<file path="config.mk">
export PLATFORM = sky130hd
export DESIGN_NAME = pipe_stall_ctl
export DESIGN_NICKNAME = d
export VERILOG_FILES = /design/src/rtl/hzd_pkg.sv /design/src/rtl/hzd_src_match.sv /design/src/rtl/hzd_resolve.sv /design/src/rtl/pipe_stall_ctl.sv
export SDC_FILE = /design/constraint.sdc
export NUM_CORES = 1
export LEC_CHECK = 0
export BUFFER_PORTS_ARGS = -buffer_cell sky130_fd_sc_hd__buf_4
export CORE_AREA = 2 2 39 41
export DETAILED_ROUTE_END_ITERATION = 8
export DIE_AREA = 0 0 41 43
export PLACE_DENSITY_LB_ADDON = 0.25
export SYNTH_ARGS = -nofsm -noshare
export SYNTH_HDL_FRONTEND = slang
export SYNTH_SLANG_ARGS = --single-unit
</file>
<file path="constraint.sdc">
create_clock -name vclk -period 1.5
set_clock_uncertainty 0.2 [all_clocks]
set_input_delay 0.15 -clock vclk [all_inputs]
set_output_delay 0.15 -clock vclk [all_outputs]
set_load 0.03 [all_outputs]
</file>
<file path="src/rtl/hzd_pkg.sv">
package hzd_pkg;

    localparam int unsigned DEF_IDX_W = 5;

    // Producer slots compared against the decode sources
    localparam int unsigned NPROD  = 3;
    localparam int unsigned P_LOAD = 0;  // load in execute vs any decode source
    localparam int unsigned P_BEXE = 1;  // register writer in execute vs branch
    localparam int unsigned P_BMEM = 2;  // load in memory vs branch

    typedef struct packed {
        logic hold_pc;
        logic hold_ifid;
        logic zero_idex;
        logic zero_ifid;
    } hz_ctrl_t;

    function automatic logic src_hit(input logic [31:0] dst,
                                     input logic [31:0] rs,
                                     input logic [31:0] rt);
        return (dst != 32'd0) && ((dst == rs) || (dst == rt));
    endfunction

endpackage

</file>
<file path="src/rtl/hzd_src_match.sv">
module hzd_src_match #(
    parameter int unsigned IDX_W = hzd_pkg::DEF_IDX_W
) (
    input  logic [IDX_W-1:0] dst_i,
    input  logic             qual_i,
    input  logic [IDX_W-1:0] rs_i,
    input  logic [IDX_W-1:0] rt_i,
    output logic             hit_o
);
    import hzd_pkg::*;

    localparam int unsigned PAD = 32 - IDX_W;

    always_comb begin
        hit_o = qual_i && src_hit({{PAD{1'b0}}, dst_i},
                                  {{PAD{1'b0}}, rs_i},
                                  {{PAD{1'b0}}, rt_i});
    end
endmodule

</file>
<file path="src/rtl/hzd_resolve.sv">
module hzd_resolve #(
    parameter int unsigned NP = hzd_pkg::NPROD
) (
    input  logic [NP-1:0]     hit_i,
    input  logic              taken_i,
    output hzd_pkg::hz_ctrl_t ctrl_o
);
    logic stall;

    always_comb begin
        stall            = |hit_i;
        ctrl_o.hold_pc   = stall;
        ctrl_o.hold_ifid = stall;
        ctrl_o.zero_idex = stall;
        // a stalled branch compared stale operands; keep the held fetch
        ctrl_o.zero_ifid = taken_i && !stall;
    end
endmodule

</file>
<file path="src/rtl/pipe_stall_ctl.sv">
module pipe_stall_ctl #(
    parameter int unsigned IDX_W = hzd_pkg::DEF_IDX_W
) (
    input  logic [IDX_W-1:0] dec_rs_i,
    input  logic [IDX_W-1:0] dec_rt_i,
    input  logic             dec_branch_i,
    input  logic             dec_br_taken_i,
    input  logic [IDX_W-1:0] exe_rt_i,
    input  logic [IDX_W-1:0] exe_dst_i,
    input  logic             exe_mem_rd_i,
    input  logic             exe_reg_wr_i,
    input  logic [IDX_W-1:0] mem_dst_i,
    input  logic             mem_to_reg_i,
    output logic             pc_hold_o,
    output logic             ifid_hold_o,
    output logic             idex_zero_o,
    output logic             ifid_zero_o
);
    import hzd_pkg::*;

    logic [NPROD-1:0][IDX_W-1:0] prod_dst;
    logic [NPROD-1:0]            prod_qual;
    logic [NPROD-1:0]            prod_hit;
    hz_ctrl_t                    ctrl;

    always_comb begin
        prod_dst[P_LOAD]  = exe_rt_i;
        prod_qual[P_LOAD] = exe_mem_rd_i;
        prod_dst[P_BEXE]  = exe_dst_i;
        prod_qual[P_BEXE] = dec_branch_i && exe_reg_wr_i;
        prod_dst[P_BMEM]  = mem_dst_i;
        prod_qual[P_BMEM] = dec_branch_i && mem_to_reg_i;
    end

    for (genvar p = 0; p < NPROD; p++) begin : g_prod
        hzd_src_match #(.IDX_W(IDX_W)) u_match (
            .dst_i  (prod_dst[p]),
            .qual_i (prod_qual[p]),
            .rs_i   (dec_rs_i),
            .rt_i   (dec_rt_i),
            .hit_o  (prod_hit[p])
        );
    end

    hzd_resolve #(.NP(NPROD)) u_resolve (
        .hit_i   (prod_hit),
        .taken_i (dec_br_taken_i),
        .ctrl_o  (ctrl)
    );

    assign pc_hold_o   = ctrl.hold_pc;
    assign ifid_hold_o = ctrl.hold_ifid;
    assign idex_zero_o = ctrl.zero_idex;
    assign ifid_zero_o = ctrl.zero_ifid;

endmodule

</file>
After elaboration in Yosys (flattened, before gate mapping)
Cells that the tools add are included.

storage, ports and cells
  register bits = 0
  latch bits = 0
  bits in writable memories = 0
  memory bits (read-only) = 0
  input port bits = 30
  memories kept = 0

operators by class
  add/sub/neg operators = 0
  multiply operators = 0
  div/mod/pow operators = 0
  $lt $le $gt $ge = 0
  equal/unequal tests = 6
  shift-type cells = 0
  multiplexer cells = 0
  bitwise operators = 0
  reductions and logical operators = 17

operators by type and width
  operator           number
  $eq 5x5->1         6
  $reduce_bool 5->1  3
  $logic_and 1x1->1  9
  $logic_or 1x1->1   3
  $reduce_or 3->1    1
  $logic_not 1->1    1

Depth between registers and ports, before layout
Gate-level depths: netlist of run 1.

  depth after elaboration = 7
  depth in mapped cells = 6

Hierarchy
Synthesis of run 1 repeated with hierarchy kept, for this count alone.

second synthesis, totals
  cells, all modules = 58
  area total of the unflattened synthesis = 425.4 um2

modules (own cells, without submodules)
  module          times used  cells each  area each (um2)  sequential area each (um2)
  hzd_src_match   3           17          125.1            0.0
  hzd_resolve     1           5           37.5             0.0
  pipe_stall_ctl  1           2           12.5             0.0

Worst setup path after synthesis of run 1
OpenSTA, ideal clock, no wires.

  kind = in2out
  from = input port mem_dst_i[1]
  to = output port ifid_hold_o
  arrival time = 1.464 ns
  data required time = 1.150 ns
  path slack = -0.314 ns
  stages = 5
  cells stage by stage = or3_1 > o311a_1 > a22oi_2 > nand2_1 > buf_4

on the way
  cells in the longest elaborated chain, start to end = 5

ends and longest elaborated chain
  what                 line                  source
  start: declaration   pipe_stall_ctl.sv:12  input logic [IDX_W-1:0] mem_dst_i,
  $eq 5x5->1           hzd_pkg.sv:21         return (dst != 32'd0) && ((dst == rs) || (dst == rt));
  $logic_or 1x1->1     hzd_pkg.sv:21
  $logic_and 1x1->1 *  hzd_pkg.sv:21
  $logic_and 1x1->1 *  hzd_src_match.sv:15   hit_o = qual_i && src_hit({{PAD{1'b0}}, dst_i},
  $reduce_or 3->1 *    hzd_resolve.sv:11     stall = |hit_i;
  end: declaration     pipe_stall_ctl.sv:15  output logic ifid_hold_o,

Every way passes the cells marked *; elsewhere a longest branch is shown, timed or not.

Final worst setup path of run 1
  from = input port exe_dst_i[3]
  to = output port ifid_hold_o

on the way
  cells in the longest elaborated chain, start to end = 5

ends and longest elaborated chain
  what                 line                 source
  start: declaration   pipe_stall_ctl.sv:9  input logic [IDX_W-1:0] exe_dst_i,
  $eq 5x5->1           hzd_pkg.sv:21
  $logic_or 1x1->1     hzd_pkg.sv:21
  $logic_and 1x1->1 *  hzd_pkg.sv:21
  $logic_and 1x1->1 *  hzd_src_match.sv:15
  $reduce_or 3->1 *    hzd_resolve.sv:11

Marks and branches as above.

==> results of run 1 <==
==> per-layer routing <==
layer,track usage [%],vias to the layer above,wire (microns),share of wire [%]
met4,0,0,0,0
met3,0,0,74,5.5
met2,29.7,15,725,54
met1,17.4,242,556,41
li1,-,290,-,-
met5,0,-,0,0
==> how the worst max path moves through the flow <==
stage | start | endpoint | slack (ns) | cells after the start
4_1_cts | mem_dst_i[1] | pc_hold_o | -0.33 | 7
2_1_floorplan | mem_dst_i[1] | ifid_hold_o | -0.16 | 5
6_report | exe_dst_i[3] | ifid_hold_o | -0.31 | 7
3_3_place_gp | mem_dst_i[1] | ifid_zero_o | -0.40 | 6
5_1_grt | exe_dst_i[3] | idex_zero_o | -0.35 | 7
3_5_place_dp | mem_dst_i[1] | ifid_zero_o | -0.39 | 6
==> through the flow <==
step	cell area, sq um	total power (W)	setup WS [ns]
2_1_floorplan	437	0.000121	-0.164
3_3_place_gp	802	0.000254	-0.397
6_report	860	0.000274	-0.314
3_5_place_dp	802	0.000257	-0.394
4_1_cts	823	0.000263	-0.335
5_1_grt	860	0.000292	-0.346
==> synthesized netlist by cell type <==
cell type,number
nand2_1,5
xor2_1,4
o22ai_1,2
nand3_1,6
or4_1,1
or3_1,2
buf_4,2
o311a_1,2
nor3_1,2
and3_1,1
o221ai_1,1
xnor2_1,26
a22oi_2,1
==> power breakdown <==
part	leakage (nW)	total (W)	internal [W]	switching [W]
clock	0	0	0	0
combinational	0.367	0.000274	0.000163	0.000110
sequential	0	0	0	0
==> timing repair <==
| item | CTS | global route |
|---|---|---|
| setup buffers | 1 | 1 |
| setup endpoints to repair | 4 | 4 |
| pin swaps | 2 | 4 |
| resized for setup | 3 | 7 |
| hold buffers | 0 | 0 |
==> final cells by class <==
cell class	instances	area [sq um]
Fill cell	129	524
Tap cell	16	20.0
Multi-Input combinational cell	53	430
Timing Repair Buffer	51	409
==> worst max-delay path: stages <==
cell and delay (ns):
buf_6 0.09, or3_4 0.37, o311a_1 0.34, a22oi_2 0.17, buf_4 0.15, nand2_4 0.06
buf_6 0.13
==> layout by cell type, fill, tap and decap left out, drive strengths merged <==
cell type and instances:
buf 51, xnor2 26, nand3 6, nand2 5
xor2 4, o22ai 2, o311a 2, or3 2
nor3 2, a22oi 1, or4 1, o221ai 1
and3 1
==> cells by family after synthesis <==
logic type / share of synthesized area [%]
XOR/XNOR: 63.1
AND/OR/NAND/NOR: 20.4
AO/OA/AOI/OAI: 12.9
buffers and inverters: 3.60
==> results.md, run 1 <==
- Worst Setup Start Kind: primary input
- Seq/Total Area, Yosys: 0%
- Initial core utilization: 30.1%
- PwrDens: 318 mW/mm^2
- Core footprint: 0.00138 sq mm
- Slew @ Worst Pin: 0.222 ns
- Area of the die: 0.00176 sq mm
- Post-DP HPWL: 1.16 mm
- Routed Antenna Nets: 0
- Wire per inst: 11.3 microns
- DRC Markers: 0
- Synth cell types: 13
- Setup_tns: -1.25 ns
- Clock buffer count: 0
- Die X: 41 microns
- Syn Nets: 85
- Crit Path Category: in2out
- RSZ-0062 raised after global routing: yes
- N_diodes: 0
- Layout Cells excl Fill: 120
- Final #Nets: 136
- Average cell area after synthesis: 7.58 sq um
- # IOs: 34
- Max VDD drop: 0.127 mV
- Num sequential: 0
- Synth-to-Final Area Change: 106%
- Area contributors post-synth: xnor2_1, xor2_1, nand3_1
- Row cnt: 14
- Final max-slew violation count: 0
- Initial DRC Count: 3
- Final RePlAce weighted congestion: 0.741
- Initial antenna violation count: 0
- Tightest hold margin: 0.467 ns
- Worst hold path class: in2out
- Leak: 0.367 nW
- Setup ws final: -0.314 ns
- Dpl cells: 118
- CP arrival: 1.46 ns
- Yosys warns: 0
- Final period util: 121%
- Largest area contributor in the netlist: xnor2_1
- Req. time, crit path: 1.15 ns
- Largest net degree at the start of global routing: 4
- Tot GR Track Use: 15.0%
- Layout cells sized above 1: 54.8%
- Routed via count: 547
- Drt first pass iters: 2
- IO Port Bufs: 34
- Worst Hold Depth: 3
- Post-route minimum period: 1.81 ns
- Failing checks: setup timing
- Final WL: 1.36 mm
- Global route overflow: 0
- Status: finished, violations left
- Post-layout util: 62.1%
- Mapped Area: 417 sq um
- Post-Syn Instances: 55
- Area occupied by registers: 0 sq um
- Die Height: 43 microns
- Hold Crit Start: dec_br_taken_i
- Global-route wire length before repair: 1.92 mm
- Final setup fails: 4
- Hold endpoint: ifid_zero_o
- CP Capture Type: output port
- CP max FO: 3
- Highest clock rate: 0.551 GHz
- Top cell type's share of synthesized area: 54.7%
- Relative slew slack: 85.1%
- Max-cap violations: 0
- Vias in the first global route: 505
- Final hold violations: 0
- Via-to-Cell Ratio: 4.56
(Power assumes the default switching activity.)
==> run 2, diff against run 1 <==
CORE_AREA = unset   (was 2 2 39 41)
CORE_MARGIN = 2   (was unset)
CORE_UTILIZATION = 30   (was unset)
DIE_AREA = unset   (was 0 0 41 43)
==> run 2 against run 1 <==
Compared with the run above:
- the flow still finishes with violations (setup timing)
- count of clock-buffer cells in the layout unchanged
- via count rose by 1.1%
- first-iteration DRC count down 100%
- worst setup slack better by 0.023 ns
==> results.md, run 2 (synthesis results as in run 1) <==
- Status: finished, violations left (unchanged)
- Failing checks: setup timing (unchanged)
- Max-cap violations: 0 (unchanged)
- Final period util: 119% (was 121%)
- Drt first pass iters: 1 (was 2)
- Global-route wire length before repair: 2.22 mm (was 1.92 mm)
- Layout cells sized above 1: 56.9% (was 54.8%)
- Final hold violations: 0 (unchanged)
- Placed inst area: 793 sq um (was 802 sq um)
- Pwr Total: 0.000277 W (was 0.000274 W)
- Fillers: 117 (was 129)
- Max VDD drop: 0.168 mV (was 0.127 mV)
- Comb power frac: 100.0% (about the same)
- CP Capture Type: output port (unchanged)
- Final WL: 1.41 mm (was 1.36 mm)
- Final instance area: 862 sq um (was 860 sq um)
- Switching share of power: 41.2% (was 40.4%)
- Wire per inst: 12.0 microns (was 11.3 microns)
- Routed Antenna Nets: 0 (unchanged)
- Initial core utilization: 32.0% (was 30.1%)
- Row cnt: 13 (was 14)
- Switching power total: 0.000114 W (was 0.000110 W)
- CP arrival: 1.44 ns (was 1.46 ns)
- Setup ws final: -0.291 ns (was -0.314 ns)
- RSZ-0062 raised after global routing: yes (unchanged)
- Die Height: 41.3 microns (was 43 microns)
- Crit path launch: mem_dst_i[1] (was exe_dst_i[3])
- Req. time, crit path: 1.15 ns (about the same)
- Dpl ws: -0.332 ns (was -0.394 ns)
- Area of the die: 0.00170 sq mm (was 0.00176 sq mm)
- N_diodes: 0 (unchanged)
- # IOs: 34 (unchanged)
- Initial antenna violation count: 0 (unchanged)
- Seq pwr share: 0% (about the same)
- Die X: 41.3 microns (was 41 microns)
- Num sequential: 0 (unchanged)
- Setup crit end: ifid_hold_o (unchanged)
- Leak: 0.364 nW (was 0.367 nW)
- Initial DRC Count: 0 (was 3)
- Worst Setup Start Kind: primary input (unchanged)
- Tightest hold margin: 0.455 ns (was 0.467 ns)
- Worst hold path class: in2out (unchanged)
- Commonest non-fill, non-tap cell in the layout: buf_4 (unchanged)
- Slew @ Worst Pin: 0.188 ns (was 0.222 ns)
- Most frequent cells in the layout: buf_4, xnor2_1, buf_6 (unchanged)
- Multi-input logic area: 449 sq um (was 430 sq um)
- Crit Path Category: in2out (unchanged)
- Final setup fails: 4 (unchanged)
- Final RePlAce weighted congestion: 0.801 (was 0.741)
- Highest clock rate: 0.558 GHz (was 0.551 GHz)
- Clock buffer count: 0 (unchanged)
- IO Port Bufs: 34 (unchanged)
- PwrDens: 322 mW/mm^2 (was 318 mW/mm^2)
- Vias in the first global route: 540 (was 505)
- Post-route minimum period: 1.79 ns (was 1.81 ns)
- Global route overflow: 0 (unchanged)
- Final max-slew violation count: 0 (unchanged)
- Routed via count: 553 (was 547)
- Largest net degree at the start of global routing: 4 (unchanged)
- Core footprint: 0.00130 sq mm (was 0.00138 sq mm)
- DRC Markers: 0 (unchanged)
- P_int: 0.000163 W (about the same)
- CP max FO: 3 (unchanged)
- Synth-to-Final Area Change: 107% (was 106%)
- Clock power share: 0% (about the same)
- Final #Nets: 134 (was 136)
- Via-to-Cell Ratio: 4.73 (was 4.56)
- Area occupied by registers: 0 sq um (unchanged)
- Relative slew slack: 87.5% (was 85.1%)
- Tot GR Track Use: 19.5% (was 15.0%)
==> run 2: how the worst min path moves through the flow <==
stage,from,to,slack [ns],cells past startpoint
after floorplan,dec_br_taken_i,ifid_zero_o,0.26,1
after global placement,dec_br_taken_i,ifid_zero_o,0.47,3
after detailed placement,dec_br_taken_i,ifid_zero_o,0.48,3
after CTS,dec_br_taken_i,ifid_zero_o,0.46,3
after global routing,dec_br_taken_i,ifid_zero_o,0.47,3
final,dec_br_taken_i,ifid_zero_o,0.46,3
==> run 2: power groups by stage <==
stage / logic (W) / registers [W] / clock network, W
2_1_floorplan: 0.000121 / 0 / 0
3_3_place_gp: 0.000251 / 0 / 0
3_5_place_dp: 0.000256 / 0 / 0
4_1_cts: 0.000273 / 0 / 0
5_1_grt: 0.000299 / 0 / 0
6_report: 0.000277 / 0 / 0
==> run 2: repair_timing <==
action,in CTS,in global routing
hold endpoints to repair,0,0
buffers inserted,1,0
pin swaps,1,0
hold buffers,0,0
endpoints found under the setup margin,4,4
resized for setup,10,3
==> run 2: metal layers <==
metal / vias to the layer above / GRT usage, % / part of all wire (%)
met2: 17 / 39.5 / 55
li1: 286 / - / -
met4: 0 / 0 / 0
met3: 0 / 0.543 / 5.2
met5: - / 0 / 0
met1: 250 / 23.5 / 39
==> run 2: final cells by class <==
class              count  area share, %
multi-input cells     53           52.1
repair buffers        49           45.7
well taps             15           2.18
==> run 2: worst max-delay path: stages <==
cell and delay [ns]:
buf_6 0.09, or3_4 0.37, o311a_1 0.31, a22oi_2 0.18
buf_4 0.14, nand2_4 0.05, buf_6 0.13
==> run 2: per-stage QoR <==
stage / cells / util, % / setup TNS, ns
finish: 117 / 66.3 / -1.15
global route: 117 / 66.3 / -1.28
CTS: 117 / 64.9 / -1.12
detailed placement: 116 / 61.0 / -1.32
global placement: 116 / 61.0 / -1.33
floorplan: 55 / - / -0.466
==> run 3, diff against run 2 <==
PLACE_DENSITY = 0.67   (was unset)
PLACE_DENSITY_LB_ADDON = unset   (was 0.25)
==> run 3 against run 2 <==
Compared with the run above:
- critical path depth did not move
- first-iteration DRC count rose by 6
- design area fell by 3.0%
- the run still ends with setup timing left
- wire length fell by 2.9%
- global-route usage fell by 2.6 points
- die area did not move
- sequential share of layout area did not move
- critical endpoint unchanged
- fmax fell by 2.0%
- via count fell by 1.8%
==> results.md, run 3 (synthesis results as in run 1) <==
- # IOs: 34 (unchanged)
- Switching power total: 0.000109 W (was 0.000114 W)
- Die X: 41.3 microns (unchanged)
- Drt first pass iters: 2 (was 1)
- Met1 WL: 538 microns (was 555 microns)
- Crit-path max cell delay: 0.37 ns (about the same)
- Routed Antenna Nets: 0 (unchanged)
- Max-cap violations: 0 (unchanged)
- Largest net degree at the start of global routing: 4 (unchanged)
- Die Height: 41.3 microns (unchanged)
- Switching share of power: 40.8% (was 41.2%)
- Met2 WL post-DR: 778 microns (was 777 microns)
- Initial core utilization: 32.0% (unchanged)
- Final setup fails: 4 (unchanged)
- CP top delay family: compound AO/OA/AOI/OAI gates (unchanged)
- CP max FO: 3 (unchanged)
- RSZ-0062 raised after global routing: yes (unchanged)
- Dpl cells: 115 (was 116)
- Top Metal Used: met3 (unchanged)
- Vias in the first global route: 493 (was 540)
- Wire per inst: 11.9 microns (was 12.0 microns)
- Commonest non-fill, non-tap cell in the layout: buf_4 (unchanged)
- CP arrival: 1.48 ns (was 1.44 ns)
- Worst Setup Start Kind: primary input (unchanged)
- Final WL: 1.37 mm (was 1.41 mm)
- CP bufs+invs: 3 (unchanged)
- Routed via count: 543 (was 553)
- Crit-path cells: buf_6, or3_4, o311a_1, a22oi_2, buf_4, nand2_4, buf_4 (was buf_6, or3_4, o311a_1, a22oi_2, buf_4, nand2_4, buf_6)
- Relative slew slack: 82.4% (was 87.5%)
- Worst hold path class: in2out (unchanged)
- Seq pwr share: 0% (about the same)
- Layout Cells excl Fill: 115 (was 117)
- Fillers: 120 (was 117)
- Critical Path Most Common Cell: buf_4 (was buf_6)
- Slowest-stage cell, CP: or3_4 (unchanged)
- IO Port Bufs: 34 (unchanged)
- Initial antenna violation count: 0 (unchanged)
- Pwr Total: 0.000268 W (was 0.000277 W)
- Crit Path Category: in2out (unchanged)
- Final hold violations: 0 (unchanged)
- Final #Nets: 132 (was 134)
- PwrDens: 321 mW/mm^2 (was 322 mW/mm^2)
- Global-route wire length before repair: 1.95 mm (was 2.22 mm)
- Req. time, crit path: 1.15 ns (about the same)
- Final RePlAce weighted congestion: 0.704 (was 0.801)
- Most frequent cells in the layout: buf_4, xnor2_1, nand3_1 (was buf_4, xnor2_1, buf_6)
- Area occupied by registers: 0 sq um (unchanged)
- Row cnt: 13 (unchanged)
- Final instance area: 836 sq um (was 862 sq um)
- DRC Markers: 0 (unchanged)
- Status: finished, violations left (unchanged)
- Layout cells sized above 1: 54.0% (was 56.9%)
- CP Capture Type: output port (unchanged)
- Placed inst area: 798 sq um (was 793 sq um)
- Core footprint: 0.00130 sq mm (unchanged)
- Clock buffer count: 0 (unchanged)
- Num sequential: 0 (unchanged)
- P_int: 0.000159 W (was 0.000163 W)
- Final period util: 122% (was 119%)
- Synth-to-Final Area Change: 101% (was 107%)
- Leak: 0.356 nW (was 0.364 nW)
- Met3 routed WL: 49 microns (was 73 microns)
- Via-to-Cell Ratio: 4.72 (was 4.73)
- Tot GR Track Use: 16.9% (was 19.5%)
- Setup ws final: -0.328 ns (was -0.291 ns)
- Comb power frac: 100.0% (about the same)
- Failing checks: setup timing (unchanged)
- N_diodes: 0 (unchanged)
- Highest clock rate: 0.547 GHz (was 0.558 GHz)
- Initial DRC Count: 6 (was 0)
- Area of the die: 0.00170 sq mm (unchanged)
- Global route overflow: 0 (unchanged)
- Multi-input logic area: 437 sq um (was 449 sq um)
- Max VDD drop: 0.156 mV (was 0.168 mV)
- Clock power share: 0% (about the same)
- Post-route minimum period: 1.83 ns (was 1.79 ns)
- Slew @ Worst Pin: 0.264 ns (was 0.188 ns)
- Final max-slew violation count: 0 (unchanged)
-- run 3: changes by cell type in the layout (fill, tap and decap cells not counted) --
cell      previous run  this run
nor3_1               0         1
or3_1                1         0
nor3_2               2         1
o22ai_1              1         2
buf_6                7         4
buf_12               0         1
o221ai_2             1         0
o22ai_2              1         0
o221ai_1             0         1
or3_4                1         2
-- run 3: path summary, 6_finish.rpt --
check | end | cells past startpoint | startpoint
max | ifid_hold_o | 7 | mem_dst_i[1]
min | ifid_zero_o | 3 | dec_br_taken_i
-- run 3: timing repair --
action,CTS,global route
setup buffers,0,0
gates resized for setup,6,2
pin swaps,2,1
endpoints found under the setup margin,4,4
hold buffers,0,0
-- run 3: power groups by stage --
stage                     Sequential, W  Clock, W  Combinational (W)
after floorplan                       0         0           0.000121
after global placement                0         0           0.000253
after detailed placement              0         0           0.000256
after CTS                             0         0           0.000264
after global routing                  0         0           0.000290
final                                 0         0           0.000268
-- run 3: area by class of cell --
class	count	area share, %
multi-input cells	53	52.2
well taps	15	2.25
repair buffers	47	45.5
-- run 3: metal layers --
| layer | GRT usage (%) | vias up |
|---|---|---|
| li1 | - | 283 |
| met1 | 21.2 | 245 |
| met2 | 33.6 | 15 |
| met3 | 0 | 0 |
| met4 | 0 | 0 |
| met5 | 0 | - |
-- run 3: metrics by stage --
step           setup WS, ns  utilization [%]  hold slack, ns  setup TNS, ns
2_1_floorplan        -0.164                -           0.262         -0.466
3_3_place_gp         -0.323             61.3           0.473          -1.29
3_5_place_dp         -0.337             61.3           0.477          -1.35
4_1_cts              -0.306             63.3           0.460          -1.17
5_1_grt              -0.375             64.2           0.471          -1.44
6_report             -0.328             64.2           0.458          -1.25
